$ cat src/rtl/piso_pkg.sv
package piso_pkg;
  typedef enum logic [1:0] {
    OP_HOLD  = 2'd0,
    OP_SHIFT = 2'd1,
    OP_LOAD  = 2'd2
  } piso_op_t;
endpackage

$ cat src/rtl/piso_reset_sync.sv
module piso_reset_sync #(
  parameter int SYNC_STAGES = 2
) (
  input  logic clk,
  input  logic clr_n,
  output logic rst_q_n
);
  logic [SYNC_STAGES-1:0] sync_q;

  always_ff @(posedge clk or negedge clr_n) begin
    if (!clr_n) sync_q <= '0;
    else        sync_q <= {sync_q[SYNC_STAGES-2:0], 1'b1};
  end

  assign rst_q_n = sync_q[SYNC_STAGES-1];

  // a clear seen at one edge keeps the internal reset active at the next
  a_r6_release_delay: assert property (@(posedge clk) !clr_n |=> !rst_q_n)
    else $error("internal reset released too early");
endmodule

$ cat src/rtl/piso_ctrl.sv
module piso_ctrl
  import piso_pkg::*;
(
  input  logic     stall_i,
  input  logic     mode_shift_i,
  output piso_op_t op_o
);
  always_comb begin
    if (stall_i)           op_o = OP_HOLD;
    else if (mode_shift_i) op_o = OP_SHIFT;
    else                   op_o = OP_LOAD;
  end
endmodule

$ cat src/rtl/piso_stage.sv
module piso_stage
  import piso_pkg::*;
(
  input  logic     clk,
  input  logic     rst_n,
  input  piso_op_t op_i,
  input  logic     prev_i,
  input  logic     par_i,
  output logic     q_o
);
  always_ff @(posedge clk or negedge rst_n) begin
    if (!rst_n) begin
      q_o <= 1'b0;
    end else begin
      case (op_i)
        OP_SHIFT: q_o <= prev_i;
        OP_LOAD:  q_o <= par_i;
        default:  q_o <= q_o;
      endcase
    end
  end
endmodule

$ cat src/rtl/piso_shift8.sv
module piso_shift8
  import piso_pkg::*;
#(
  parameter int WIDTH       = 8,
  parameter int SYNC_STAGES = 2
) (
  input  logic             clk,
  input  logic             clr_n,
  input  logic             stall_i,
  input  logic             mode_shift_i,
  input  logic             ser_i,
  input  logic [WIDTH-1:0] par_i,
  output logic             q_last_o
);
  localparam int LAST = WIDTH - 1;

  logic       rst_q_n;
  piso_op_t   op;
  logic [LAST:0] stage_q;

  piso_reset_sync #(.SYNC_STAGES(SYNC_STAGES)) u_rst (
    .clk     (clk),
    .clr_n   (clr_n),
    .rst_q_n (rst_q_n)
  );

  piso_ctrl u_ctrl (
    .stall_i      (stall_i),
    .mode_shift_i (mode_shift_i),
    .op_o         (op)
  );

  for (genvar k = 0; k < WIDTH; k++) begin : g_stage
    logic prev;
    if (k == 0) begin : g_head
      assign prev = ser_i;
    end else begin : g_body
      assign prev = stage_q[k-1];
    end
    piso_stage u_stage (
      .clk    (clk),
      .rst_n  (rst_q_n),
      .op_i   (op),
      .prev_i (prev),
      .par_i  (par_i[k]),
      .q_o    (stage_q[k])
    );
  end

  assign q_last_o = stage_q[LAST];

  // stalled edge keeps the output
  a_r2_hold_stable: assert property (@(posedge clk) disable iff (!rst_q_n)
    stall_i |=> $stable(q_last_o))
    else $error("output moved on a stalled edge");

  // shift moves the next-to-last stage into the output
  a_r3_shift_advance: assert property (@(posedge clk) disable iff (!rst_q_n)
    (!stall_i && mode_shift_i) |=> (q_last_o == $past(stage_q[LAST-1])))
    else $error("shift did not advance");

  // load puts the top parallel bit on the output
  a_r4_load_last: assert property (@(posedge clk) disable iff (!rst_q_n)
    (!stall_i && !mode_shift_i) |=> (q_last_o == $past(par_i[LAST])))
    else $error("load did not present top bit");

  // clear holds the output low
  a_r1_clear_zero: assert property (@(posedge clk) !clr_n |-> (q_last_o == 1'b0))
    else $error("output not zero under clear");
endmodule

$ cat config.mk
export PLATFORM = sky130hd
export DESIGN_NAME = piso_shift8
export DESIGN_NICKNAME = d
export VERILOG_FILES = /design/src/rtl/piso_pkg.sv /design/src/rtl/piso_reset_sync.sv /design/src/rtl/piso_ctrl.sv /design/src/rtl/piso_stage.sv /design/src/rtl/piso_shift8.sv
export SDC_FILE = /design/constraint.sdc
export NUM_CORES = 1
export LEC_CHECK = 0
export BUFFER_PORTS_ARGS = -buffer_cell sky130_fd_sc_hd__buf_4
export CAP_MARGIN = 30
export CORE_AREA = 8 8 45 47
export DETAILED_ROUTE_END_ITERATION = 7
export DIE_AREA = 0 0 53 55
export PLACE_DENSITY = 0.6
export SYNTH_ARGS = -nofsm -noshare
export SYNTH_HDL_FRONTEND = slang
export SYNTH_SLANG_ARGS = --single-unit
$ cat constraint.sdc
create_clock -name clk -period 0.8 [get_ports clk]
set_clock_uncertainty 0.05 [all_clocks]
set_input_delay 0.08 -clock clk [delete_from_list [all_inputs] [get_ports clk]]
set_output_delay 0.08 -clock clk [all_outputs]
set_load 0.05 [all_outputs]
==> summary.md <==
| Metric | Value |
|---|---|
| Sequential element share of the synthesized area | `58.7%` |
| WHS | `40.9 ps` |
| Antenna violations before repair | `0` |
| Synth top cells by count | `dfrtp_1, mux2i_1, nand2_1, o21ai_1, buf_6` |
| Post-synth ARST share | `100%` |
| Vias per Instance | `4.32` |
| Vias in the first global route | `282` |
| Root Buffer | `clkbuf_4` |
| Pwr dens | `1990 nW/µm²` |
| Slew Limit Fails | `0` |
| TritonCTS Buffers | `3` |
| Total power | `0.00112 W` |
| Gate power share | `16.1%` |
| DR pass1 iterations | `4` |
| Synth top area share | `58.7%` |
| Die W | `53 µm` |
| Hold crit path type | `in2reg` |
| Core ar. | `1380 µm²` |
| Multiplexer share of the synthesized area | `18.8%` |
| Starting Density | `30.8%` |
| First-pass GRT wire length | `1160 µm` |
| Die ar. | `2920 µm²` |
| Failing checks | `setup timing` |
| Switch share | `24.2%` |
| Worst vdd ir | `1.53 mV` |
| Util after Layout | `40.7%` |
| Status | `finished with violations` |
| Clock share of power | `30.7%` |
| Setup Fix Bufs, Post-CTS | `0` |
| Hold Path Cell Cnt | `3` |
| Gr ovfl total | `0` |
| CP Depth | `1` |
| GPL Wtd Cong | `0.679` |
| Synth Area in Compound Gates | `9.38%` |
| Drt total wl | `751 µm` |
| Slowest CP cell | `dfrtp_2` |
| Setup_tns | `-151 ps` |
| FF-to-FF setup slack | `10 ps` |
| Syn nets | `50` |
| Final setup fails | `1` |
| Simple-gate share of the synthesized area | `7.04%` |
| Count leader, synth | `dfrtp_1` |
| Sequential share of power | `53.2%` |
| Routed vias | `298` |
| CP bufs+invs | `1` |
| Min-delay src | `par_i[6]` |
| Die H | `55 µm` |
| Synthesized area per cell | `11.5 µm²` |
| Fin. Hold Viols | `0` |
| R2R depth | `2` |
| H-tree levels | `1` |
| Largest area contributor in the netlist | `dfrtp_1` |
| Max incr delay on CP | `410 ps` |
| Fmax | `1.05 GHz` |
| Largest net degree at the start of global routing | `17` |
| Post-route DRC violation count | `0` |
| CP max FO | `2` |
| Critical R2R Capture | `g_stage[3].u_stage.q_o` |
| Critical Path Sink Type | `output pin` |
| Top FF cell, synth | `dfrtp_1` |
| YS warnings | `0` |
| Internal power | `0.000850 W` |
| Max clock buf depth | `2` |
| RSZ-0062 raised after global routing | `true` |
| Adder-Cell Fraction of Synth Area | `0%` |
| Yosys reg bits | `10` |
| Register clock-pin slew on the reported worst setup and hold paths | `60 ps` |
| Worst path required time | `670 ps` |
| Sequence of cells on the critical path | `buf_6` |
| Clk_lat worst skew | `260 ps` |
| Hold Path End | `g_stage[6].u_stage.q_o` |
| Maximum Capacitance Violations | `0` |
| Yosys cell types | `6` |
| P_leak | `0.279 nW` |
| All-layer global routing usage | `5.68%` |
| CTS tree | `done` |
| R2r startpoint | `g_stage[2].u_stage.q_o` |
| I/O Buffers | `13` |
| Post-route minimum period | `951 ps` |
| XOR/XNOR share of the synthesized area | `0%` |
| Worst setup path category | `reg2out` |
| IO Count | `14` |
| DP Wirelength | `592 µm` |
| Cell area after synthesis | `427 µm²` |
| Main combinational cell family by area after synthesis | `multiplexers` |
| Layout cells sized above 1 | `32.1%` |
| Cell Rows | `14` |
| Avg WL per Cell | `10.9 µm` |
| Final period util | `119%` |
| Critical Path Source Type | `flop` |
| Critical Path AT | `820 ps` |
| Synth top area cells | `dfrtp_1, mux2i_1, o21ai_1` |
| Top Family by Delay on Critical Path | `flip-flops` |
| Area grow syn2layout | `32.0%` |
| Fill count | `130` |
| Antenna Nets Post-Route | `0` |
| Diodes inserted | `0` |
| Worst setup margin | `-151 ps` |
| CTS Sinks | `10` |
| NumNets Final | `67` |
| Psw | `0.000271 W` |
| Post-synth EDFFs | `0` |
| Cells after synthesis | `37` |
| Iter 0 DRT Violations | `5` |
## metal layers
metal / up-vias / track usage, % / share of wire [%]
li1: 154 / - / -
met1: 131 / 6.25 / 41
met2: 11 / 7.23 / 46
met3: 2 / 4.55 / 11
met4: 0 / 3.88 / 1.7
met5: - / 0 / 0
## worst max path at each step
stage / slack, ps / to / from
5_1_grt: -190 / q_last_o / g_stage[7].u_stage.q_o
2_1_floorplan: 1 / g_stage[7].u_stage.q_o / g_stage[7].u_stage.q_o
6_report: -150 / q_last_o / g_stage[7].u_stage.q_o
3_3_place_gp: 30 / g_stage[3].u_stage.q_o / g_stage[2].u_stage.q_o
3_5_place_dp: 10 / g_stage[3].u_stage.q_o / g_stage[2].u_stage.q_o
4_1_cts: -160 / q_last_o / g_stage[7].u_stage.q_o
## state kept, by name, summed over array words and instances, names as in the netlist
signal and count:
u_rst.sync_q 2, g_stage.u_stage.q_o 8
## area by class of cell
class / instances / area [µm²] / share of cell area [%]
Clock buffer: 4 / 26.3 / 4.67
Timing Repair Buffer: 14 / 111 / 19.8
Sequential cell: 10 / 251 / 44.7
Multi-Input combinational cell: 25 / 154 / 27.3
Tap cell: 16 / 20.0 / 3.56
## stage by stage
| stage | worst slack (ps) | instances | cell area, µm² |
|---|---|---|---|
| 2_1_floorplan | 1.49 | 37 | 428 |
| 3_3_place_gp | 25.3 | 64 | 523 |
| 3_5_place_dp | 14.7 | 64 | 523 |
| 4_1_cts | -160 | 69 | 563 |
| 5_1_grt | -192 | 69 | 563 |
| 6_report | -151 | 69 | 563 |
## cell families (layout without fill, tap and decap cells)
group           Yosys count  after routing
buf+inv                   2             18
simple gates              8              8
compound gates            8              8
flops                    10             10
mux                       8              8
other cells               1              1
## power by group through the flow
stage	registers (W)	clock network [W]	logic, W
after detailed placement	0.000606	0	0.000175
final	0.000597	0.000344	0.000181
after global placement	0.000604	0	0.000173
after global routing	0.000604	0.000401	0.000198
after floorplan	0.000622	0	0.0000888
after CTS	0.000597	0.000363	0.000184
## what timing repair did
| item | CTS | global route |
|---|---|---|
| endpoints found under the hold margin | 2 | 0 |
| resized for setup | 1 | 0 |
| endpoints found under the setup margin | 1 | 3 |
| hold buffers | 1 | 0 |
## placed cells by master, fill, tap and decap left out
master,synthesis,routed
nand2_1,8,8
clkbuf_1,0,1
dfrtp_2,0,1
conb_1,1,1
buf_4,0,12
mux2i_1,8,8
dlygate4sd3_1,0,1
o21ai_1,8,8
dfrtp_1,10,9
buf_6,2,1
clkbuf_4,0,3
Note: power is estimated with default switching activity, not from simulation.
